===== config.mk =====
export PLATFORM = sky130hd
export DESIGN_NAME = codec_pwr_seq
export DESIGN_NICKNAME = d
export VERILOG_FILES = /design/src/rtl/codec_pwr_pkg.sv /design/src/rtl/pd_filter.sv /design/src/rtl/lrck_edge.sv /design/src/rtl/adc_init_fsm.sv /design/src/rtl/codec_pwr_seq.sv
export SDC_FILE = /design/constraint.sdc
export NUM_CORES = 1
export LEC_CHECK = 0
export CORE_MARGIN = 10
export CORE_UTILIZATION = 59
export DETAILED_ROUTE_END_ITERATION = 12
export HOLD_SLACK_MARGIN = 0.06
export MAX_ROUTING_LAYER = met4
export PLACE_DENSITY = 0.88
export SLEW_MARGIN = 20
export SYNTH_ARGS = -nofsm -noshare
export SYNTH_HDL_FRONTEND = slang
export SYNTH_SLANG_ARGS = --single-unit

===== constraint.sdc =====
create_clock -name clk -period 5.6 [get_ports clk]
set_clock_uncertainty 0.15 [all_clocks]
set_input_delay 1.12 -clock clk [delete_from_list [all_inputs] [get_ports clk]]
set_output_delay 1.12 -clock clk [all_outputs]
set_load 0.01 [all_outputs]

===== src/rtl/codec_pwr_pkg.sv =====
// Shared types for the converter power sequencer.
package codec_pwr_pkg;
    // Path state as reported on the status outputs.
    typedef enum logic [1:0] {
        PS_OFF  = 2'd0,
        PS_INIT = 2'd1,
        PS_RUN  = 2'd2
    } path_st_t;
endpackage


===== src/rtl/pd_filter.sv =====
// Power-down request filter.
// Brings one asynchronous active-low power-down pin into the clk domain through
// SYNC_STAGES flops, then accepts a new level only after it has stayed for
// MIN_PW consecutive cycles. Assumes SYNC_STAGES >= 2 and MIN_PW >= 1.
// The output level_o is 1 when power is requested.
module pd_filter #(
    parameter int SYNC_STAGES = 2,
    parameter int MIN_PW      = 30
) (
    input  logic clk,
    input  logic rst_n,
    input  logic pin_n,
    output logic level_o
);
    localparam int CW = $clog2(MIN_PW + 1);
    localparam logic [CW-1:0] LAST = CW'(MIN_PW - 1);

    logic [SYNC_STAGES-1:0] sync_q;
    logic [CW-1:0]          run_q;
    logic                   level_q;
    logic                   synced;

    assign synced  = sync_q[SYNC_STAGES-1];
    assign level_o = level_q;

    // Shift the raw pin through the synchronizer chain.
    always_ff @(posedge clk) begin
        if (!rst_n) sync_q <= '0;
        else        sync_q <= {sync_q[SYNC_STAGES-2:0], pin_n};
    end

    // Count cycles of disagreement and adopt the new level after MIN_PW of them.
    always_ff @(posedge clk) begin
        if (!rst_n) begin
            level_q <= 1'b0;
            run_q   <= '0;
        end else if (synced == level_q) begin
            run_q   <= '0;
        end else if (run_q == LAST) begin
            level_q <= synced;
            run_q   <= '0;
        end else begin
            run_q   <= run_q + 1'b1;
        end
    end

    AST_LEVEL_FROM_SYNC: assert property (@(posedge clk) disable iff (!rst_n)
        !$stable(level_q) |-> level_q == $past(synced));
    AST_RUN_BOUND: assert property (@(posedge clk) disable iff (!rst_n)
        run_q <= LAST);
endmodule


===== src/rtl/lrck_edge.sv =====
// Frame clock rising-edge detector.
// Samples lrck through SYNC_STAGES flops and one history flop, and pulses
// rise_o for one clk cycle per rising edge. Assumes lrck is much slower than clk.
module lrck_edge #(
    parameter int SYNC_STAGES = 2
) (
    input  logic clk,
    input  logic rst_n,
    input  logic lrck,
    output logic rise_o
);
    logic [SYNC_STAGES-1:0] sync_q;
    logic                   hist_q;

    assign rise_o = sync_q[SYNC_STAGES-1] & ~hist_q;

    // Synchronize lrck and keep the previous synchronized value.
    always_ff @(posedge clk) begin
        if (!rst_n) begin
            sync_q <= '0;
            hist_q <= 1'b0;
        end else begin
            sync_q <= {sync_q[SYNC_STAGES-2:0], lrck};
            hist_q <= sync_q[SYNC_STAGES-1];
        end
    end

    AST_RISE_SINGLE: assert property (@(posedge clk) disable iff (!rst_n)
        rise_o |=> !rise_o);
endmodule


===== src/rtl/adc_init_fsm.sv =====
// ADC path start-up controller.
// OFF while power is not requested. On acceptance of a release it enters INIT
// and counts INIT_FRAMES frame ticks, then enters RUN. A dropped request in any
// state returns to OFF and clears the count. Assumes INIT_FRAMES >= 1.
module adc_init_fsm
    import codec_pwr_pkg::*;
#(
    parameter int INIT_FRAMES = 2081
) (
    input  logic     clk,
    input  logic     rst_n,
    input  logic     req_i,
    input  logic     tick_i,
    output path_st_t state_o
);
    localparam int FW = $clog2(INIT_FRAMES + 1);
    localparam logic [FW-1:0] LAST = FW'(INIT_FRAMES - 1);

    path_st_t      state_q;
    logic [FW-1:0] frm_q;

    assign state_o = state_q;

    // Advance through OFF, INIT and RUN and count frames while initializing.
    always_ff @(posedge clk) begin
        if (!rst_n || !req_i) begin
            state_q <= PS_OFF;
            frm_q   <= '0;
        end else begin
            case (state_q)
                PS_OFF: begin
                    state_q <= PS_INIT;
                    frm_q   <= '0;
                end
                PS_INIT: begin
                    if (tick_i) begin
                        if (frm_q == LAST) begin
                            state_q <= PS_RUN;
                            frm_q   <= '0;
                        end else begin
                            frm_q   <= frm_q + 1'b1;
                        end
                    end
                end
                default: state_q <= PS_RUN;
            endcase
        end
    end

    AST_OFF_ON_DROP: assert property (@(posedge clk) disable iff (!rst_n)
        !req_i |=> state_q == PS_OFF);
    AST_ENTER_INIT: assert property (@(posedge clk) disable iff (!rst_n)
        (state_q == PS_OFF && req_i) |=> state_q == PS_INIT);
    AST_RUN_VIA_INIT: assert property (@(posedge clk) disable iff (!rst_n)
        (state_q == PS_RUN && $past(state_q) != PS_RUN) |-> $past(state_q) == PS_INIT);
    AST_RUN_NEEDS_TICK: assert property (@(posedge clk) disable iff (!rst_n)
        (state_q == PS_RUN && $past(state_q) == PS_INIT) |-> $past(tick_i));
    AST_FRAME_BOUND: assert property (@(posedge clk) disable iff (!rst_n)
        frm_q <= LAST);
endmodule


===== src/rtl/codec_pwr_seq.sv =====
// Converter power-down and start-up sequencer, top level.
// Filters both power-down pins, runs the ADC start-up count on frame ticks,
// drives per-path enables, filter resets and status, the ADC zero/valid flags
// and the clock-stop permission. Assumes clk is far faster than lrck.
module codec_pwr_seq
    import codec_pwr_pkg::*;
#(
    parameter int SYNC_STAGES = 2,
    parameter int MIN_PW      = 30,
    parameter int INIT_FRAMES = 2081
) (
    input  logic       clk,
    input  logic       rst_n,
    input  logic       adc_pdn_n,
    input  logic       dac_pdn_n,
    input  logic       lrck,
    output logic       adc_en,
    output logic       adc_rst_n,
    output logic       adc_zero,
    output logic       adc_valid,
    output logic [1:0] adc_state,
    output logic       dac_en,
    output logic       dac_rst_n,
    output logic [1:0] dac_state,
    output logic       clk_stop_ok
);
    localparam int NPATH = 2;
    localparam int ADC = 0;
    localparam int DAC = 1;

    logic [NPATH-1:0] pins_n;
    logic [NPATH-1:0] req;
    logic             frame_tick;
    path_st_t         adc_st;
    path_st_t         dac_st_q;

    assign pins_n[ADC] = adc_pdn_n;
    assign pins_n[DAC] = dac_pdn_n;

    // One request filter per converter path.
    for (genvar p = 0; p < NPATH; p++) begin : g_filt
        pd_filter #(
            .SYNC_STAGES (SYNC_STAGES),
            .MIN_PW      (MIN_PW)
        ) u_filt (
            .clk     (clk),
            .rst_n   (rst_n),
            .pin_n   (pins_n[p]),
            .level_o (req[p])
        );
    end

    lrck_edge #(
        .SYNC_STAGES (SYNC_STAGES)
    ) u_edge (
        .clk    (clk),
        .rst_n  (rst_n),
        .lrck   (lrck),
        .rise_o (frame_tick)
    );

    adc_init_fsm #(
        .INIT_FRAMES (INIT_FRAMES)
    ) u_adc (
        .clk     (clk),
        .rst_n   (rst_n),
        .req_i   (req[ADC]),
        .tick_i  (frame_tick),
        .state_o (adc_st)
    );

    // DAC path has no start-up period: it follows its accepted request.
    always_ff @(posedge clk) begin
        if (!rst_n) dac_st_q <= PS_OFF;
        else        dac_st_q <= req[DAC] ? PS_RUN : PS_OFF;
    end

    assign adc_en      = req[ADC];
    assign dac_en      = req[DAC];
    assign adc_rst_n   = (adc_st != PS_OFF);
    assign dac_rst_n   = (dac_st_q != PS_OFF);
    assign adc_valid   = (adc_st == PS_RUN);
    assign adc_zero    = (adc_st != PS_RUN);
    assign adc_state   = adc_st;
    assign dac_state   = dac_st_q;
    assign clk_stop_ok = (adc_st == PS_OFF) && (dac_st_q == PS_OFF);

    AST_DAC_NO_INIT: assert property (@(posedge clk) disable iff (!rst_n)
        dac_st_q != PS_INIT);
    AST_DAC_DIRECT: assert property (@(posedge clk) disable iff (!rst_n)
        dac_en |=> dac_st_q == PS_RUN);
    AST_STOP_BOTH_IDLE: assert property (@(posedge clk) disable iff (!rst_n)
        clk_stop_ok |-> ($past(!adc_en) && $past(!dac_en)));
    AST_ADC_EN_LEADS: assert property (@(posedge clk) disable iff (!rst_n)
        $rose(adc_rst_n) |-> $past(adc_en));
    AST_DAC_EN_LEADS: assert property (@(posedge clk) disable iff (!rst_n)
        $rose(dac_rst_n) |-> $past(dac_en));
    AST_ADC_EN_FALLS_FIRST: assert property (@(posedge clk) disable iff (!rst_n)
        $fell(adc_rst_n) |-> $past(!adc_en));
endmodule


==> results of run 1 <==
-- per-layer routing --
metal	vias to the layer above	GRT usage
li1	598	-
met1	569	0.134
met2	38	0.221
met3	11	0.0404
met4	0	0.0559
met5	-	-
-- worst register-to-register path, stage by stage (launching register included) --
cell and delay [ps]:
dfxtp_1 380, inv_1 100, ha_1 160, nor4b_1 350, a31oi_1 330, o21ai_1 600, nor2_1 110
-- worst paths after layout --
path                                 to  slack [ps]  cells after the start
max                         clk_stop_ok        2590                      3
min          g_filt[1].u_filt.sync_q[1]         290                      1
max reg2reg              u_adc.frm_q[6]        3300                      6
min reg2reg  g_filt[1].u_filt.sync_q[1]         290                      1
-- where the power goes --
group          internal (mW)  switching [mW]  total, mW
Sequential             0.244         0.00135      0.246
Combinational        0.00455         0.00396    0.00850
Clock                  0.151          0.0849      0.236
-- cell families after synthesis --
kind of cell,Yosys count,share of synthesized area
and+or+nand+nor,79,0.285
muxes,2,0.0133
AOI/OAI and AO/OA,18,0.0805
xor gates and xnor gates,12,0.0697
adders and majority gates,6,0.0498
other,1,0.00249
DFF,34,0.451
buffers and inverters,13,0.0481
-- synthesized netlist by cell type --
master / n
or2_2: 1
buf_2: 1
xor2_1: 6
nor2b_1: 3
and3_1: 3
a21o_1: 1
inv_1: 7
dfxtp_1: 34
a32oi_1: 1
nor4b_1: 1
nand4_1: 7
nand2b_1: 5
and2_1: 10
xnor2_1: 6
or3_1: 2
a2111oi_0: 2
and4_1: 1
or4_4: 1
nand2_1: 6
o21ai_0: 1
ha_1: 6
o21ai_1: 1
a31oi_1: 3
nor3_1: 1
buf_6: 2
clkbuf_1: 1
o31ai_1: 2
or4_1: 3
mux2i_1: 2
a21oi_1: 4
buf_4: 2
nand3_1: 15
a211oi_1: 2
nor4bb_1: 1
a21oi_2: 1
nor2_1: 19
conb_1: 1
-- final cells by class --
cell class	instances	share of cell area
well taps	30	0.0214
repair buffers	14	0.0801
flip-flops and latches	34	0.389
clock buffers	6	0.0293
clock inverters	2	0.0343
inverters	7	0.0150
multi-input cells	118	0.431
-- stage by stage --
| step | total power, mW | worst slack, ps | utilization | cells |
|---|---|---|---|---|
| 2_1_floorplan | 0.257 | 3290 | - | 165 |
| 3_3_place_gp | 0.259 | 2500 | 0.668 | 203 |
| 3_5_place_dp | 0.260 | 2420 | 0.668 | 203 |
| 4_1_cts | 0.492 | 2580 | 0.713 | 211 |
| 5_1_grt | 0.500 | 2500 | 0.713 | 211 |
| 6_report | 0.490 | 2590 | 0.713 | 211 |
-- cell usage in the layout, fill, tap and decap left out, types with 2 or more instances in the layout --
cell type,count
a31oi_1,3
nand4_1,7
bufinv_16,2
mux2i_1,2
a21oi_1,4
dfxtp_1,34
inv_1,7
clkbuf_4,5
and2_1,10
o31ai_1,2
xnor2_1,6
nand2_1,6
a2111oi_0,2
and3_1,3
nor2_1,19
xor2_1,6
nand2b_1,5
or4_1,3
or3_1,2
nor2b_1,3
clkdlybuf4s50_1,14
nand3_1,15
a211oi_1,2
ha_1,6
-- state kept, by name (all words and copies together), names as in the netlist --
signal and count:
g_filt.u_filt.run_q 10, dac_state 1, g_filt.u_filt.level_o 2, u_edge.sync_q 2
u_adc.frm_q 12, u_edge.hist_q 1, u_adc.state_o 2, g_filt.u_filt.sync_q 4
==> out/metrics.yaml, run 1 <==
drt_pass1_iterations: 5
wl_met3_um: 152
synth.avg_cell_area_um2: 9.14
syn_area_mm2: 0.00151
yosysSeqAreaShare: 0.451
rsz0062_at_grt: "no"
routedWlPerCell_um: 14.6
clock_sinks: 34
status: "finished clean"
fmax_mhz: 332
yosys.cell_types.count: 37
die_w_um: 70.6
place.gp.congestion: 0.921
layout-drive-gt1-share: 0.0608
postSynthCellCount: 165
die_area_mm2: 0.00498
holdWs_ps: 291
cts_made_buffers: 5
io_buffers: 14
crit_path_max_fanout: 11
cts_buffer_depth: 2
antenna_found_initial: 0
pin_count: 16
synth_nets: 176
place_area_mm2: 0.00164
slew_violations: 0
period_minus_slack_ps: 3010
holdCritStartpoint: "g_filt[1].u_filt.sync_q[0]"
final-hold-violation-count: 0
cp-end-kind: "output port"
ir_drop_uv: 270
worstMarginPinSlew_ps: 638
clk_pin_slew_ps: 110
wirelength_um: 3080
clkLatencyLatePin_ps: 340
critPathKind: "flip-flop to output port"
tns_ps: 0
wl_met2_um: 1570
slowest_stage: "clkdlybuf4s50_1"
cts_hold_buf: 0
fin_crit_sh: 0.538
ctsRootBufferMaster: "clkbuf_4"
cp.required_ps: 4330
post_cts_resized: 0
cap_violations: 0
core_mm2: 0.00245
routedLengthMet1_um: 1310
p_per_area_mw_per_mm2: 280
cts_tree: "yes"
via_count: 1216
dp_hpwl_um: 2280
initial_utilization: 0.614
max_slew_margin: 0.572
die_h_um: 70.6
crit_family: "buffers and inverters"
maxUsedRoutingLayer: "met4"
setup.worst_path.start: "u_adc.state_o[0]"
initialDrtViolationCount: 121
fill_cells: 175
grt_overflow: 0
final_area_mm2: 0.00175
gr-usage-all-layers: 0.129
arrival_ps: 1740
area_growth_pct: 16.1
cp-start-kind: "flip-flop"
antennaDiodeCount: 0
multiInputGateArea_um2: 754
hold_class: "flip-flop to flip-flop"
synth.area.top_cells: "dfxtp_1 45%, ha_1 5.0%, nand3_1 5.0%"
r2r-start: "u_adc.frm_q[0]"
rows: 18
path_cells: "or2_2 > nor2_1 > clkdlybuf4s50_1"
grt_max_degree: 16
drc: 0
ys_seq_elements: 34
setup_viol: 0
antenna_left: 0
path_buf_inv: 1
seqCellArea_um2: 681
ys_warn_count: 0
final_nets: 191
avgViaCountPerCell: 5.76
grt_pass1_wl_um: 5370
synth_top_area_cell: "dfxtp_1"
power_leakage_nw: 0.639
crit_path_max_incr_delay_ps: 550
htreeDepth: 2
grt_pass1_vias: 1245
synth_top_cell_area_share: 0.451
post_cts_buffers: 0
Note: power is estimated with default switching activity, not from simulation.
==> run 2: changes to the inputs <==
--- a/config.mk
+++ b/config.mk
@@ -6,11 +6,11 @@
 export NUM_CORES = 1
 export LEC_CHECK = 0
 export CORE_MARGIN = 10
-export CORE_UTILIZATION = 59
+export CORE_UTILIZATION = 49
 export DETAILED_ROUTE_END_ITERATION = 12
 export HOLD_SLACK_MARGIN = 0.06
 export MAX_ROUTING_LAYER = met4
-export PLACE_DENSITY = 0.88
+export PLACE_DENSITY = 0.78
 export SLEW_MARGIN = 20
 export SYNTH_ARGS = -nofsm -noshare
 export SYNTH_HDL_FRONTEND = slang
==> constraint.sdc (replaced) <==
create_clock -name clk -period 2.6 [get_ports clk]
set_clock_uncertainty 0.15 [all_clocks]
set_input_delay 0.52 -clock clk [delete_from_list [all_inputs] [get_ports clk]]
set_output_delay 0.52 -clock clk [all_outputs]
set_load 0.01 [all_outputs]
==> run 2 against run 1 <==
Net effect:
- combinational power grew 130%
- core utilization shrank 14 points
- critical endpoint unchanged
- count of clock-buffer cells in the layout is the same
- sequential share of layout area grew 0.82 points
- critical path type unchanged
==> out/metrics.yaml, run 2 (same netlist as run 1, synthesis figures left out) <==
status: "finished clean"
fin_crit_sh: 0.925
r2r-start: "u_adc.frm_q[0]"
initial_utilization: 0.502  # -0.112
most-common-layout-cells: "34 x dfxtp_1, 19 x nor2_1, 15 x nand3_1, 14 x clkdlybuf4s50_1, 10 x and2_1"
fmax_mhz: 416
internal_power_mw: 0.667  # +67%
clkLatencyLatePin_ps: 350  # about the same
routedWlPerCell_um: 13.6  # -7.1%
combPwrFrac: 0.023  # +0.006
holdWs_ps: 294  # +2.66 ps
placed_cells: 207  # +2.0%
arrival_ps: 1740  # about the same
clk_pin_slew_ps: 110  # about the same
cp.required_ps: 1930  # -2400 ps
regMostFlops: "u_adc.frm_q"
place.gp.congestion: 0.881  # -4.4%
ir_drop_uv: 391  # +45%
period_minus_slack_ps: 2410
cts_hold_buf: 0  # unchanged
multiInputGateArea_um2: 754  # unchanged
power_leakage_nw: 0.619  # -3.0%
crit_path_max_fanout: 11  # unchanged
place_worst_setup_slack_ps: 338  # -2080 ps
crit_path_max_incr_delay_ps: 550  # about the same
fill_cells: 269  # +54%
wirelength_um: 2920  # -5.4%
die_h_um: 75.5  # +7.0%
seqCellArea_um2: 681  # unchanged
die_w_um: 75.5  # +7.0%
final_nets: 192  # +0.52%
cp-start-kind: "flip-flop"
rows: 20  # +2
clock_sinks: 34  # unchanged
switching_share: 0.227  # +0.0430
p_sw_mw: 0.196  # +120%
reg_top3: "u_adc.frm_q x12, g_filt.u_filt.run_q x10, g_filt.u_filt.sync_q x4"
gr-usage-all-layers: 0.116  # -0.0132
critPathKind: "flip-flop to output port"
pin_count: 16  # unchanged
cap_violations: 0  # unchanged
area_growth_pct: 13.7
final-hold-violation-count: 0  # unchanged
final_common_cell: "dfxtp_1"
sequentialPowerShare: 0.613  # +0.112
setup_slack_ps: 195  # -2390 ps
avgViaCountPerCell: 5.66  # -1.8%
slew_violations: 0  # unchanged
post_cts_resized: 0  # unchanged
holdCritStartpoint: "g_filt[0].u_filt.sync_q[0]"
io_buffers: 14  # unchanged
post_cts_buffers: 0  # unchanged
drc: 0  # unchanged
layout-drive-gt1-share: 0.0659  # +0.00516
grt_max_degree: 15  # -1
worstMarginPinSlew_ps: 633  # -5.42 ps
ctsRootBufferMaster: "clkbuf_4"
tns_ps: 0  # unchanged
hold_class: "flip-flop to flip-flop"
path_cells: "or2_2 > nor2_1 > clkdlybuf4s50_1"
die_area_mm2: 0.00570  # +14%
final_cells: 215  # +1.9%
p_per_area_mw_per_mm2: 503  # +80%
cts_tree: "yes"
antenna_left: 0  # unchanged
grt_pass1_wl_um: 4910  # -8.6%
initialDrtViolationCount: 91  # -25%
cts_buffer_depth: 2  # unchanged
htreeDepth: 2  # unchanged
via_count: 1217  # +0.082%
grt_overflow: 0  # unchanged
antenna_found_initial: 0  # unchanged
max_slew_margin: 0.575  # +0.00364
antennaDiodeCount: 0  # unchanged
clockPowerShare: 0.364  # -0.117
core_mm2: 0.00300  # +22%
cp-end-kind: "output port"
largest_register_ffs: 12  # unchanged
dp_hpwl_um: 2200  # -3.4%
slowest_stage: "clkdlybuf4s50_1"
cts_made_buffers: 5  # unchanged
setup_viol: 0  # unchanged
grt_pass1_vias: 1090  # -12%
rsz0062_at_grt: "no"
setup.worst_path.start: "u_adc.state_o[0]"
drt_pass1_iterations: 4  # -1
-- run 2: worst paths after layout --
check | end | slack [ps] | cells past startpoint
hold / removal | g_filt[0].u_filt.sync_q[1] | 290 | 1
setup / recovery | clk_stop_ok | 190 | 3
hold reg to reg | g_filt[0].u_filt.sync_q[1] | 290 | 1
setup reg to reg | u_adc.frm_q[6] | 390 | 6
-- run 2: final cells by class --
class	instances	area share
Multi-Input combinational cell	118	0.440
Sequential cell	34	0.397
Timing Repair Buffer	15	0.0861
Clock buffer	6	0.0299
Tap cell	33	0.0241
Inverter	7	0.0153
Clock inverter	2	0.00730
-- run 2: critical path: cells and delay by family (launching register included) --
| family | cells | cell delay (ps) |
|---|---|---|
| buffers and inverters | 1 | 550 |
| and+or+nand+nor | 2 | 430 |
| DFF | 1 | 420 |
-- run 2: stage by stage --
step / util / power [mW] / area, um^2
after floorplan: - / 0.553 / 1510
after global placement: 0.550 / 0.560 / 1650
after detailed placement: 0.550 / 0.561 / 1650
after CTS: 0.571 / 0.873 / 1710
after global routing: 0.571 / 0.900 / 1710
final: 0.571 / 0.863 / 1710
-- run 2: metal layers --
metal / vias up / global-route usage / routed length, um
li1: 604 / - / -
met4: 0 / 0.0577 / 64
met2: 29 / 0.177 / 1450
met1: 577 / 0.128 / 1270
met5: - / - / 0
met3: 7 / 0.0482 / 132
-- run 2: power by group through the flow --
stage          registers (mW)  logic [mW]  clock network [mW]
2_1_floorplan           0.540      0.0123                   0
3_3_place_gp            0.541      0.0190                   0
3_5_place_dp            0.541      0.0199                   0
4_1_cts                 0.529      0.0200               0.324
5_1_grt                 0.530      0.0221               0.348
6_report                0.529      0.0196               0.314
